### src/rtl/tlc_pkg.sv
package tlc_pkg;

    typedef enum logic [1:0] {
        PH_HWY_GO    = 2'd0,
        PH_HWY_WARN  = 2'd1,
        PH_FARM_GO   = 2'd2,
        PH_FARM_WARN = 2'd3
    } phase_t;

    localparam logic [1:0] LAMP_GO   = 2'b00;
    localparam logic [1:0] LAMP_WARN = 2'b10;
    localparam logic [1:0] LAMP_STOP = 2'b01;

endpackage

### src/rtl/tlc_sync.sv
module tlc_sync #(
    parameter int STAGES = 2
) (
    input  logic clk,
    input  logic rst_n,
    input  logic d_async,
    output logic q_sync
);
    logic [STAGES-1:0] chain;

    generate
        for (genvar i = 0; i < STAGES; i++) begin : g_stage
            always_ff @(posedge clk or negedge rst_n) begin
                if (!rst_n) begin
                    chain[i] <= 1'b0;
                end else begin
                    chain[i] <= (i == 0) ? d_async : chain[(i == 0) ? 0 : i-1];
                end
            end
        end
    endgenerate

    assign q_sync = chain[STAGES-1];
endmodule

### src/rtl/tlc_interval_timer.sv
module tlc_interval_timer #(
    parameter int HOLD_CYC = 24,
    parameter int WARN_CYC = 6
) (
    input  logic clk,
    input  logic rst_n,
    input  logic restart,
    output logic hold_done,
    output logic warn_done
);
    localparam int CW = $clog2(HOLD_CYC + 1);
    localparam logic [CW-1:0] HOLD_LIM = CW'(HOLD_CYC);
    localparam logic [CW-1:0] WARN_LIM = CW'(WARN_CYC);

    logic [CW-1:0] elapsed;

    // Saturates at the hold limit; the warn limit is below it.
    always_ff @(posedge clk or negedge rst_n) begin
        if (!rst_n) begin
            elapsed <= '0;
        end else if (restart) begin
            elapsed <= '0;
        end else if (elapsed != HOLD_LIM) begin
            elapsed <= elapsed + 1'b1;
        end
    end

    assign hold_done = (elapsed == HOLD_LIM);
    assign warn_done = (elapsed >= WARN_LIM);
endmodule

### src/rtl/tlc_phase_fsm.sv
module tlc_phase_fsm
    import tlc_pkg::*;
(
    input  logic       clk,
    input  logic       rst_n,
    input  logic       car,
    input  logic       hold_done,
    input  logic       warn_done,
    output phase_t     phase,
    output logic       restart,
    output logic [1:0] hwy_lamp,
    output logic [1:0] farm_lamp
);
    phase_t phase_nxt;

    always_ff @(posedge clk or negedge rst_n) begin
        if (!rst_n) begin
            phase <= PH_HWY_GO;
        end else begin
            phase <= phase_nxt;
        end
    end

    always_comb begin
        phase_nxt = phase;
        unique case (phase)
            PH_HWY_GO:    if (hold_done && car)  phase_nxt = PH_HWY_WARN;   // leave-highway
            PH_HWY_WARN:  if (warn_done)         phase_nxt = PH_FARM_GO;    // hand-over
            PH_FARM_GO:   if (hold_done || !car) phase_nxt = PH_FARM_WARN;  // release-farm
            PH_FARM_WARN: if (warn_done)         phase_nxt = PH_HWY_GO;     // return
            default:                             phase_nxt = PH_HWY_GO;
        endcase
    end

    assign restart = (phase_nxt != phase);

    always_comb begin
        hwy_lamp  = LAMP_STOP;
        farm_lamp = LAMP_STOP;
        unique case (phase)
            PH_HWY_GO:    hwy_lamp  = LAMP_GO;
            PH_HWY_WARN:  hwy_lamp  = LAMP_WARN;
            PH_FARM_GO:   farm_lamp = LAMP_GO;
            PH_FARM_WARN: farm_lamp = LAMP_WARN;
            default:      hwy_lamp  = LAMP_STOP;
        endcase
    end
endmodule

### src/rtl/tlc_crossing.sv
module tlc_crossing
    import tlc_pkg::*;
#(
    parameter int HOLD_CYC    = 24,
    parameter int WARN_CYC    = 6,
    parameter int SYNC_STAGES = 2
) (
    input  logic       clk,
    input  logic       rst_n,
    input  logic       car_waiting,
    output logic [1:0] hwy_lamp,
    output logic [1:0] farm_lamp
);
    logic   car_sync;
    logic   hold_done;
    logic   warn_done;
    logic   restart;
    phase_t phase;

    tlc_sync #(.STAGES(SYNC_STAGES)) u_sync (
        .clk     (clk),
        .rst_n   (rst_n),
        .d_async (car_waiting),
        .q_sync  (car_sync)
    );

    tlc_interval_timer #(.HOLD_CYC(HOLD_CYC), .WARN_CYC(WARN_CYC)) u_timer (
        .clk       (clk),
        .rst_n     (rst_n),
        .restart   (restart),
        .hold_done (hold_done),
        .warn_done (warn_done)
    );

    tlc_phase_fsm u_fsm (
        .clk       (clk),
        .rst_n     (rst_n),
        .car       (car_sync),
        .hold_done (hold_done),
        .warn_done (warn_done),
        .phase     (phase),
        .restart   (restart),
        .hwy_lamp  (hwy_lamp),
        .farm_lamp (farm_lamp)
    );
endmodule

### config.mk
export PLATFORM = sky130hd
export DESIGN_NAME = tlc_crossing
export DESIGN_NICKNAME = d
export VERILOG_FILES = /design/src/rtl/tlc_pkg.sv /design/src/rtl/tlc_sync.sv /design/src/rtl/tlc_interval_timer.sv /design/src/rtl/tlc_phase_fsm.sv /design/src/rtl/tlc_crossing.sv
export SDC_FILE = /design/constraint.sdc
export NUM_CORES = 1
export LEC_CHECK = 0
export BUFFER_PORTS_ARGS = -buffer_cell sky130_fd_sc_hd__buf_2
export CAP_MARGIN = 20
export CORE_AREA = 2 2 39 41
export CTS_BUF_LIST = sky130_fd_sc_hd__clkbuf_8
export CTS_CLUSTER_SIZE = 8
export DETAILED_ROUTE_END_ITERATION = 8
export DIE_AREA = 0 0 41 43
export PLACE_DENSITY = 0.62
export SLEW_MARGIN = 20
export SYNTH_ARGS = -nofsm -noshare
export SYNTH_HDL_FRONTEND = slang
export SYNTH_SLANG_ARGS = --single-unit
### constraint.sdc
create_clock -name clk -period 3 [get_ports clk]
set_clock_uncertainty 0.2 [all_clocks]
set_input_delay 0.15 -clock clk [delete_from_list [all_inputs] [get_ports clk]]
set_output_delay 0.15 -clock clk [all_outputs]
set_load 0.01 [all_outputs]
Yosys cells after proc, flatten, opt, wreduce, memory -nomap -nowiden
Cells that the tools add are included.
Word-level totals
  logic and storage cells: 26
  flip-flop bits (word level): 9
  output and inout port bits: 4
Operators by class
  multiplexer cells: 9
  reductions and logical operators: 5
  magnitude comparators: 1
  equal/unequal tests: 6
  add/sub/neg operators: 1
Operators with widths (number)
  $mux W5: 2
  $mux W2: 4
  $pmux W2 S2: 2
  $pmux W2 S4: 1
  $add A5 B1 Y5 const B: 1
  $eq A5 B5 Y1 const B: 1
  $ge A5 B3 Y1 const B: 1
  $ne A5 B5 Y1 const B: 1
  $eq A2 B2 Y1 const B: 2
  $eq A2 B1 Y1 const B: 1
  $logic_not A2 Y1: 1
  $ne A2 B2 Y1: 1
  $reduce_bool A2 Y1: 1
  $logic_and A1 B1 Y1: 1
  $logic_not A1 Y1: 1
  $logic_or A1 B1 Y1: 1

Longest topological paths before layout
  depth after elaboration: 6
  mapped depth: 5
  depth with buffers taken out: 5

Modules after synthesis
A second synthesis with hierarchy kept.
Second synthesis, totals
  cell total of the unflattened synthesis: 45
  area total of the unflattened synthesis: 488.0 um^2
By module, submodules not included
  tlc_interval_timer: instances 1, seq. area each 125.1 um^2, area an instance 317.8 um^2, cells an instance 31
  tlc_phase_fsm: instances 1, seq. area each 50.0 um^2, area an instance 120.1 um^2, cells an instance 12
  tlc_sync: instances 1, seq. area each 50.0 um^2, area an instance 50.0 um^2, cells an instance 2

Least setup slack after synthesis
Ideal clock, no wire load.
  kind: register to register
  start point: register u_timer.elapsed[0]
  end point: register u_fsm.phase[0]
  data arrival time: 1.125 ns
  library setup time: 0.119 ns
  path slack: 1.556 ns
  stages on the path, launching flop included: 6
  clock period less this slack: 1.444 ns
  path through: dfrtp_1 inv_1 ha_1 o21ai_1 a21oi_2 o21ba_2
On the way
  cells in the longest elaborated chain, start to end: 4
  elaborated cells between the ends (all ways): 9
Ends and longest elaborated chain
  start: declaration: line tlc_interval_timer.sv:15  | logic [CW-1:0] elapsed;
  start signal: assignment: line tlc_interval_timer.sv:24  | elapsed <= elapsed + 1'b1;
  branches (longest 3 deep; another with $ge A5 B3 Y1)
  $pmux W2 S4 *: line tlc_phase_fsm.sv:26  | unique case (phase)
  named net u_fsm.phase_nxt[0]: line tlc_phase_fsm.sv:14  | phase_t phase_nxt;
  end signal: assignment: line tlc_phase_fsm.sv:20  | phase <= phase_nxt;
  end: declaration: line tlc_phase_fsm.sv:9  | output phase_t phase,
Mark *: on every way through the listed nets, which the timed path passes.
A chain may end at the register's enable or synchronous reset.

Worst setup path in the final report
Ends and elaborated chain as after synthesis.

==> key figures <==
Place
  – Post-DP HPWL: 591 um
  – Placed cell area: 518 um2
  – Port bufs: 6
  – Final Wtd Congestion: 0.821

Floorplan
  – Die Wd: 41 um
  – Die ar.: 1760 um2
  – Die Ht: 43 um
  – Boundary Pins: 7
  – Initial cell density of the core: 0.341
  – FP Rows: 14
  – Core area: 1380 um2

CTS
  – Sinks on Clock Net: 9
  – CTS tree: done
  – # hold bufs at CTS: 2
  – CTS Root Cell: clkbuf_8
  – Clk buf depth: 2
  – Worst skew pair latency: 0.23 ns
  – Post-CTS Resized: 0
  – Postcts setup bufs: 0
  – TritonCTS Buffers: 3
  – Max H-tree Level: 1
  – Clock transition at path regs: 0.05 ns

Cells and area
  – Layout cells sized above 1: 0.259
  – Final Core Density: 0.421
  – Ant. Diodes: 0
  – Area grow syn2layout: 23.6%
  – Final-stage net count: 61
  – Fin area: 583 um2

Worst setup path
  – CP Launch Type: flip-flop
  – R2R Path Start: u_timer.elapsed[0]$_DFFE_PN0P_
  – Critical Path, Cell by Cell: inv_1 > ha_1 > o21ai_1 > a21oi_2 > o21ba_2
  – R2R Path End: u_fsm.phase[0]$_DFF_PN0_
  – Critical Path Slowest Stage Cell: dfrtp_1
  – Critical-path maximum fanout: 6
  – CP max stage delay: 0.42 ns
  – Buf/Inv on CP: 1
  – CP Class: flip-flop to flip-flop
  – Critical path capture point type: flip-flop
  – Req. time, crit path: 2.92 ns
  – Number of cells on the worst reg-to-reg path: 5
  – Arrival time worst endpoint: 1.50 ns
  – CP top delay family: compound AO/OA/AOI/OAI gates
  – Reg2reg setup slack: 1.42 ns

GRT
  – Gr ovfl total: 0
  – First-pass GRT wire length: 1460 um
  – Number of global-route vias before repair: 353
  – GRT Util Overall: 0.131
  – Pin count of the biggest net entering global routing: 10
  – Initial antenna violation count: 0

Run status
  – Status: complete, no violations

Yosys
  – Largest cells by area after synthesis: dfrtp_1, ha_1, xnor2_1, nand4b_4, inv_1
  – Syn_nets: 49
  – Mapped Area: 472 um2
  – Yosys reg bits: 9
  – Syn Inst Count: 43
  – Biggest area consumer among synthesized cells: dfrtp_1
  – Avg Cell Area, Syn: 11.0 um2
  – Post-synth top area share: 0.477
  – Syn. warnings: 0
  – Yosys cell types: 21
  – Post-synthesis sequential area ratio: 0.477

Flow run
  – Max-cap violations: 0

Route
  – Drt pass-1 iters: 3
  – Initial drt markers: 3
  – Via density per instance: 4.90
  – Total wire length: 821 um
  – WL/cell: 11.7 um
  – Post-DRT Antenna Nets: 0
  – Via count: 343
  – Residual DRC: 0

Timing
  – Min Tclk post-route: 1.58 ns
  – Tcrit/Tclk final: 0.525
  – Final setup violation count: 0
  – Peak Freq: 0.635 GHz
  – Final setup TNS: 0 ns
  – Worst Tran Pin Value: 0.337 ns
  – Slew Limit Fails: 0
  – Fin. Hold Viols: 0
  – Slew headroom: 0.775
  – WHS: 0.106 ns
  – RSZ-0062 raised after global routing: no

Min path
  – HP Class: input port to async pin

Pwr
  – Pleak: 0.293 nW
  – PwrDens: 998 nW/um2
  – VDD IR max: 0.516 mV
metal layers:
layer	wire length [um]	vias up	global-route usage	share of wire
li1	-	164	-	-
met1	362	168	0.166	0.44
met2	407	7	0.181	0.50
met3	30	4	0.0314	0.037
met4	21	0	0.100	0.026
met5	0	-	0	0
worst reg2reg max path, cell delays in order (launching register included):
cell     delay [ns]
dfrtp_1        0.42
inv_1          0.10
ha_1           0.15
o21ai_1        0.07
a21oi_2        0.32
o21ba_2        0.21
Yosys cell counts:
cell / n
inv_1: 5
nand3_1: 2
xor2_1: 2
nand4b_4: 1
nor2_1: 3
dfrtp_1: 9
o21ba_2: 1
mux2i_1: 1
ha_1: 3
xnor2_1: 3
a211oi_1: 1
a21oi_2: 1
o21ai_0: 1
a21oi_1: 1
nand2b_1: 1
o21ai_1: 1
clkbuf_1: 1
nand2_1: 1
nor3_1: 3
o21ai_2: 1
a211oi_2: 1
final cells by class:
class	count	area [um2]
Clock inverter	1	3.75
Multi-Input combinational cell	28	224
Clock buffer	3	41.3
Tap cell	16	20.0
Sequential cell	9	225
Fill cell	131	801
Timing Repair Buffer	8	50.0
Inverter	5	18.8
cell families (layout without fill, tap and decap cells):
group                      Yosys count  in the layout  share of synthesized area
buffers and inverters                6             17                     0.0477
DFF                                  9              9                      0.477
and+or+nand+nor                     11             11                      0.149
adders and majority gates            3              3                     0.0796
AOI/OAI and AO/OA                    8              8                      0.133
muxes                                1              1                     0.0212
xor gates and xnor gates             5              5                     0.0929
through the flow:
| step | setup slack [ns] | std cells | total power [mW] |
|---|---|---|---|
| floorplan | 1.56 | 43 | 0.384 |
| finish | 1.42 | 70 | 0.582 |
| global route | 1.35 | 70 | 0.628 |
| detailed placement | 1.44 | 64 | 0.446 |
| CTS | 1.43 | 70 | 0.588 |
| global placement | 1.45 | 64 | 0.443 |
registers in the layout (all words and copies together) (netlist names):
| register | flops |
|---|---|
| u_fsm.phase | 2 |
| u_sync.chain | 1 |
| u_sync.q_sync | 1 |
| u_timer.elapsed | 5 |
power by group:
group          internal [mW]  leakage (nW)  switching (mW)
combinational          0.111         0.155           0.124
clock                 0.0890        0.0269          0.0467
sequential             0.162         0.111          0.0496
cells in the final DEF (no fill, tap or decap):
cell	n
dlygate4sd3_1	2
o21ba_2	1
nor3_1	3
nand3_1	2
a211oi_1	1
xor2_1	2
ha_1	3
o21ai_2	1
buf_2	6
dfrtp_1	9
a21oi_1	1
o21ai_0	1
inv_1	6
a211oi_2	1
nand2_1	1
xnor2_1	3
clkbuf_8	3
nand2b_1	1
a21oi_2	1
mux2i_1	1
o21ai_1	1
nor2_1	3
nand4b_4	1
worst max-delay path by stage:
| stage | startpoint | to | cells after the start |
|---|---|---|---|
| 2_1_floorplan | u_timer.elapsed[0]$_DFFE_PN0P_ | u_fsm.phase[0]$_DFF_PN0_ | 5 |
| 3_3_place_gp | u_timer.elapsed[0]$_DFFE_PN0P_ | u_fsm.phase[0]$_DFF_PN0_ | 5 |
| 3_5_place_dp | u_timer.elapsed[0]$_DFFE_PN0P_ | u_fsm.phase[0]$_DFF_PN0_ | 5 |
| 4_1_cts | u_timer.elapsed[0]$_DFFE_PN0P_ | u_fsm.phase[0]$_DFF_PN0_ | 5 |
| 5_1_grt | u_timer.elapsed[0]$_DFFE_PN0P_ | u_fsm.phase[0]$_DFF_PN0_ | 5 |
| 6_report | u_timer.elapsed[0]$_DFFE_PN0P_ | u_fsm.phase[0]$_DFF_PN0_ | 5 |
(Power assumes the default switching activity.)
